File: src/rtl/local_tick_pkg.sv
package local_tick_pkg;
  typedef struct packed {
    logic advance;     // accepted source pulse this cycle
    logic clearPhase;  // rate write: restart the accumulator
    logic dblStep;     // step size 2 selected
  } tickStrobes_t;
endpackage

File: src/rtl/local_tick_ctrl.sv
module local_tick_ctrl
  import local_tick_pkg::*;
#(
  parameter int RATE_W   = 32,
  parameter int SRC_BIT  = 8,
  parameter int STEP_BIT = 9
) (
  input  logic              clk,
  input  logic              rstN,
  input  logic              regWr,
  input  logic              regAddr,
  input  logic [RATE_W-1:0] regWrData,
  output logic [RATE_W-1:0] regRdData,
  input  logic              xtalEn,
  input  logic              altEn,
  output logic [RATE_W-1:0] rate,
  output tickStrobes_t      strobes
);
  localparam logic [RATE_W-1:0] UNITY = RATE_W'(1) << (RATE_W - 1);

  logic srcSel;
  logic dblSel;
  logic [RATE_W-1:0] wrClamped;

  assign wrClamped = (regWrData > UNITY) ? UNITY : regWrData;

  always_ff @(posedge clk) begin
    if (!rstN) begin
      srcSel <= 1'b0;
      dblSel <= 1'b0;
      rate   <= '0;
    end else if (regWr) begin
      if (regAddr) begin
        rate <= wrClamped;
      end else begin
        srcSel <= regWrData[SRC_BIT];
        dblSel <= regWrData[STEP_BIT];
      end
    end
  end

  always_comb begin
    regRdData = '0;
    if (regAddr) begin
      regRdData = rate;
    end else begin
      regRdData[SRC_BIT]  = srcSel;
      regRdData[STEP_BIT] = dblSel;
    end
  end

  assign strobes.advance    = srcSel ? altEn : xtalEn;
  assign strobes.clearPhase = regWr && regAddr;
  assign strobes.dblStep    = dblSel;


  rate_clamp_chk: assert property (@(posedge clk) disable iff (!rstN)
    rate <= UNITY);
endmodule

File: src/rtl/local_tick_dp.sv
module local_tick_dp
  import local_tick_pkg::*;
#(
  parameter int RATE_W = 32,
  parameter int CNT_W  = 64
) (
  input  logic              clk,
  input  logic              rstN,
  input  tickStrobes_t      strobes,
  input  logic [RATE_W-1:0] rate,
  output logic              tick,
  output logic              two,
  output logic [CNT_W-1:0]  count
);
  logic [RATE_W-1:0] phase;
  logic [RATE_W:0]   sum;
  logic [CNT_W-1:0]  step;

  // Adding twice the rate makes the carry rate equal to rate/2^31.
  assign sum  = {1'b0, phase} + {rate, 1'b0};
  assign step = strobes.dblStep ? CNT_W'(2) : CNT_W'(1);

  always_ff @(posedge clk) begin
    if (!rstN) begin
      phase <= '0;
      tick  <= 1'b0;
      two   <= 1'b0;
      count <= '0;
    end else begin
      tick <= 1'b0;
      if (strobes.clearPhase) begin
        phase <= '0;
      end else if (strobes.advance) begin
        phase <= sum[RATE_W-1:0];
        tick  <= sum[RATE_W];
        if (sum[RATE_W]) begin
          two   <= strobes.dblStep;
          count <= count + step;
        end
      end
    end
  end


  tick_cause_chk: assert property (@(posedge clk) disable iff (!rstN)
    tick |-> $past(strobes.advance && !strobes.clearPhase));


  clear_phase_chk: assert property (@(posedge clk) disable iff (!rstN)
    $past(strobes.clearPhase) |-> (!tick && phase == '0));


  count_hold_chk: assert property (@(posedge clk) disable iff (!rstN)
    !tick |-> count == $past(count));


  count_step_chk: assert property (@(posedge clk) disable iff (!rstN)
    tick |-> count == $past(count) + (two ? CNT_W'(2) : CNT_W'(1)));
endmodule

File: src/rtl/local_tick_gen.sv
module local_tick_gen
  import local_tick_pkg::*;
#(
  parameter int RATE_W   = 32,
  parameter int CNT_W    = 64,
  parameter int SRC_BIT  = 8,
  parameter int STEP_BIT = 9
) (
  input  logic              clk,
  input  logic              rstN,
  input  logic              regWr,
  input  logic              regAddr,
  input  logic [RATE_W-1:0] regWrData,
  output logic [RATE_W-1:0] regRdData,
  input  logic              xtalEn,
  input  logic              altEn,
  output logic              timerTick,
  output logic              timerTwo,
  output logic [CNT_W-1:0]  timerCount
);
  tickStrobes_t      strobes;
  logic [RATE_W-1:0] rate;

  local_tick_ctrl #(
    .RATE_W(RATE_W), .SRC_BIT(SRC_BIT), .STEP_BIT(STEP_BIT)
  ) u_ctrl (
    .clk(clk), .rstN(rstN), .regWr(regWr), .regAddr(regAddr),
    .regWrData(regWrData), .regRdData(regRdData),
    .xtalEn(xtalEn), .altEn(altEn), .rate(rate), .strobes(strobes)
  );

  local_tick_dp #(.RATE_W(RATE_W), .CNT_W(CNT_W)) u_dp (
    .clk(clk), .rstN(rstN), .strobes(strobes), .rate(rate),
    .tick(timerTick), .two(timerTwo), .count(timerCount)
  );
endmodule

File: config.mk
export PLATFORM = sky130hd
export DESIGN_NAME = local_tick_gen
export DESIGN_NICKNAME = d
export VERILOG_FILES = /design/src/rtl/local_tick_pkg.sv /design/src/rtl/local_tick_ctrl.sv /design/src/rtl/local_tick_dp.sv /design/src/rtl/local_tick_gen.sv
export SDC_FILE = /design/constraint.sdc
export NUM_CORES = 1
export LEC_CHECK = 0
export ABC_AREA = 1
export BUFFER_PORTS_ARGS = -buffer_cell sky130_fd_sc_hd__buf_2
export CAP_MARGIN = 30
export CORE_MARGIN = 2
export CORE_UTILIZATION = 50
export CTS_CLUSTER_SIZE = 16
export DETAILED_ROUTE_END_ITERATION = 6
export HOLD_SLACK_MARGIN = 0.12
export PLACE_DENSITY = 0.76
export SYNTH_ARGS = -nofsm -noshare
export SYNTH_HDL_FRONTEND = slang
export SYNTH_HIERARCHICAL = 1
export SYNTH_SLANG_ARGS = --single-unit
File: constraint.sdc
create_clock -name clk -period 2.8 [get_ports clk]
set_input_delay 0.84 -clock clk [delete_from_list [all_inputs] [get_ports clk]]
set_output_delay 0.84 -clock clk [all_outputs]
set_load 0.03 [all_outputs]
* Yosys cells after proc, flatten, opt, wreduce, memory -nomap -nowiden *
Index checks and enable logic that the tools add are counted.
W data, S select, Z words.

operators by class
  bitwise operators = 4
  $mul = 0
  add/subtract/negate cells = 2
  reduce and logical (&&, ||, !) cells = 6
  equality and inequality tests = 0
  divide/modulo/power cells = 0
  shift operators = 0
  muxes and demuxes = 6
  magnitude comparators = 1

operator list
  kind                    count
  $add A64 B64 Y64        1
  $add A32 B33 Y33        1
  $gt A32 B32 Y1 const B  1
  $mux W32                1
  $mux W22                1
  $mux W8                 1
  $mux W2                 2
  $not A1 Y1              4
  $reduce_and A2 Y1       2
  $reduce_and A3 Y1       1
  $reduce_or A3 Y1        1
  $reduce_or A2 Y1        1
  $logic_and A1 B1 Y1     1
  $mux W1                 1

word-level totals
  output and inout port bits = 98
  memories kept = 0
  memory bits (writable) = 0
  bits in latches = 0
  ROM bits = 0
  word-level logic and storage cells = 26
  input bits = 38
  bits in registers = 132

* Logic depth before layout (Yosys ltp) *
  depth after elaboration = 3
  depth in mapped cells = 15
  depth with buffers taken out = 14

* By module *
The synthesis kept the hierarchy.

modules (own cells, without submodules)
  module           area an instance (um2)  cells an instance  sequential area each (um2)  times used
  local_tick_dp    7734.9                  1258               1941.9                      1
  local_tick_ctrl  1745.4                  284                680.7                       1

* Worst setup path after synthesis *
Ideal clock, no wire load.

  path kind = input port to output port
  from = in regAddr
  to = out regRdData[8]
  required time = 1.960 ns
  buffers on the path = 1
  setup slack = 0.279 ns
  stages = 2
  arrival time = 1.681 ns
  cell sequence = buf_2 -> o21ai_0

between the ends
  cells in the longest elaborated chain, start to end = 1

RTL lines
  element             line                   source
  start: declaration  local_tick_gen.sv:12   input logic regAddr,
  $mux W2             local_tick_ctrl.sv:44  if (regAddr) begin
  end: declaration    local_tick_gen.sv:14   output logic [RATE_W-1:0] regRdData,

No other way between the ends.

* Final worst setup path *
  from = reg u_ctrl.dblSel
  to = reg u_dp.count[58]

between the ends
  cells in the longest elaborated chain, start to end = 2

RTL lines
  element                   line                   source
  start: declaration        local_tick_ctrl.sv:22  logic dblSel;
  start signal: assignment  local_tick_ctrl.sv:37  dblSel <= regWrData[STEP_BIT];
  $mux W2                   local_tick_dp.sv:21    assign step = strobes.dblStep ? CNT_W'(2) : CNT_W'(1);
  $add A64 B64 Y64          local_tick_dp.sv:38    count <= count + step;
  end signal: assignment    local_tick_dp.sv:38
  end: declaration          local_tick_dp.sv:13    output logic [CNT_W-1:0] count

No other way between the ends.
A chain may end at the register's enable or synchronous reset.

==> summary.txt <==
Port Buffers = 135
Max Freq = 0.405 GHz
drt via density = 5.25
worst hold stages = 2
met3 wire length = 1570 um
Post-Route WL = 28700 um
CP startpoint kind = flop
Worst Path Class, Setup = reg2reg
clock sinks = 131
Mapped Nets = 1615
first-pass GRT wire length = 47200 um
Final Critical Period = 2.47 ns
fillers = 1842
top area cells in the synthesized netlist = dfxtp_1 28%, nand2_1 17%, nor2_1 8.8%, inv_1 7.5%, nand3_1 6.1%
Slew HR = 0.458
row count = 50
worst setup margin = 0.333 ns
pwr dens = 464 mW/mm2
Synth Area in Compound Gates = 0.122
routed length on met2 = 13500 um
DRT iter0 DRCs = 697
max-slew violations = 0
final hold slack = 0.473 ns
Most used DFF post-synth = dfxtp_1
setup TNS = 0 ns
CTS max path bufs = 2
Crit path required time = 3.08 ns
1st-pass router iterations = 5
vias in the first global route = 9428
Routed Antenna Nets = 0
DP Worst Slack = 0.346 ns
crit path max fanout = 6
Via Count = 10.0k
H-tree depth = 4
Post-Synth Adder-Cell Area = 0.0478
Die ar. = 0.0201 mm2
clk_lat worst skew = 0.43 ns
post-CTS repair timing setup buffer count = 0
design area = 0.0109 mm2
warnings from Yosys = 6
Die X = 142 um
routability congestion estimate = 1.01
post-synthesis sequential area ratio = 0.277
post-synthesis instance total = 1542
initial antenna violation count = 0
Core ar. = 0.0186 mm2
met1 wire length = 12600 um
Synth cell types = 38
Tot GR Track Use = 0.293
Resized Gates After CTS = 0
# IOs = 136
R2R cell count = 13
layout cells sized above 1 = 0.156
Post-DP Area = 0.0103 mm2
max layer used = met4
maxcap violations = 0
Worst Max-Slew Pin Slew = 0.813 ns
# setup viols final = 0
placed cells = 1874
DIE HEIGHT = 142 um
RSZ-0062 raised after global routing = false
post-synthesis average cell area = 6.15 um2
Leakage Power = 5.13 nW
largest family of logic cells by synthesized area = simple AND/OR/NAND/NOR gates
Congestion Overflow GR = 0
root buffer cell = clkbuf_16
ant diodes = 0
XOR/XNOR Fraction of Synth Area = 0.0665
post-synthesis register bit count = 131
Worst Clk Skew = 0.00929 ns
Worst EP arrival = 2.74 ns
final period utilization = 0.881
crit end category = flop
mux cell area share after synthesis = 0
clock transition at the registers of the reported paths = 0.06 ns
status = complete, no violations
ys async rst share = 0
Num CTS Buffers = 17
Mapped Area = 0.00948 mm2
NumNets Final = 1732
Fin. Hold Viols = 0
hpwl dp = 22000 um
Post-synth EDFFs = 0
top-count cell post-synth = nand2_1
Synth top area share = 0.277
Initial Util = 0.509
VDD IR max = 439 uV
largest net degree at the start of global routing = 69
worst min path class = reg2reg
area leader, netlist = dfxtp_1
simple logic cell fraction of the synthesized area = 0.378
final std cells w/o fill = 1906
most frequent cells after synthesis = 417 x nand2_1, 221 x nor2_1, 190 x inv_1
area grow syn2layout = 14.8%
DRC viols = 0
Hold Buf Count CTS = 0
CTS tree = done
routed len/inst = 15.0 um
==> worst max-delay path, stage by stage (launching register included) <==
cell	delay, ns
dfxtp_1	0.37
inv_1	0.08
ha_1	0.21
fa_1	0.30
nand3_2	0.17
inv_1	0.14
nand2_1	0.12
nor2_1	0.28
nand2_1	0.14
nor2_1	0.18
xor2_1	0.16
nand3_1	0.09
nand2_1	0.07
nor2_1	0.04
==> power breakdown <==
group          leakage (nW)  switching [mW]  internal (mW)
combinational          3.79           0.543          0.260
clock                 0.272           0.914           1.32
sequential             1.07          0.0744           1.95
total                  5.13            1.53           3.52
==> state kept, by name (all words and copies together) (netlist names) <==
register	flops
u_ctrl/dblSel	1
u_ctrl/srcSel	1
u_dp/two	1
u_dp/count	64
u_dp/tick	1
u_ctrl/rate	32
u_dp/phase	31
==> cell type report <==
| class | count | area, um2 | area share |
|---|---|---|---|
| clock buffer | 17 | 425 | 0.0391 |
| clock inverter | 15 | 156 | 0.0144 |
| inverter | 199 | 747 | 0.0686 |
| multi-input combinational | 1161 | 5820 | 0.535 |
| sequential | 131 | 2620 | 0.241 |
| tap | 234 | 293 | 0.0269 |
| timing repair buffer | 149 | 818 | 0.0752 |
==> worst paths after layout <==
check                                   start        endpoint  slack, ns
worst min-delay path            u_dp/phase[1]   u_dp/phase[1]       0.47
worst max-delay path            u_ctrl/dblSel  u_dp/count[58]       0.33
worst min register to register  u_dp/phase[1]   u_dp/phase[1]       0.47
worst max register to register  u_ctrl/dblSel  u_dp/count[58]       0.33
==> metal layers <==
metal,up-vias,GRT usage
met1,4562,0.371
li1,5103,-
met5,-,0
met3,51,0.0567
met4,0,0.112
met2,299,0.495
==> cells in the final DEF, fill, tap and decap left out, drive strengths merged <==
cell      netlist  final
a21o            2      2
a21oi         127    127
and2            2      2
buf            23    149
bufinv          0      2
clkbuf         28     17
clkinv          0      4
clkinvlp        0      5
dfxtp         131    131
fa              2      2
ha             33     33
inv           199    203
nand2         450    450
nand3         117    117
nand4          12     12
nor2          225    225
nor3           42     42
nor4            1      1
o211ai          2      2
o21a            1      1
o21ai          68     68
o21bai          3      3
o31ai           1      1
or2             1      1
xnor2           9      9
xor2           63     63
==> per-stage QoR <==
step,power [mW],util
final,5.05,0.584
after global routing,5.28,0.584
after CTS,5.08,0.584
after detailed placement,2.85,0.553
after global placement,2.83,0.553
after floorplan,2.64,-
==> cell families (layout without fill, tap and decap cells) <==
family | Yosys count | in the layout
AO/OA/AOI/OAI | 204 | 204
buffers and inverters | 250 | 380
XOR/XNOR | 72 | 72
adder cells (fa/ha/maj) | 35 | 35
flip-flops | 131 | 131
AND/OR/NAND/NOR | 850 | 850
Note: power is estimated with default switching activity, not from simulation.
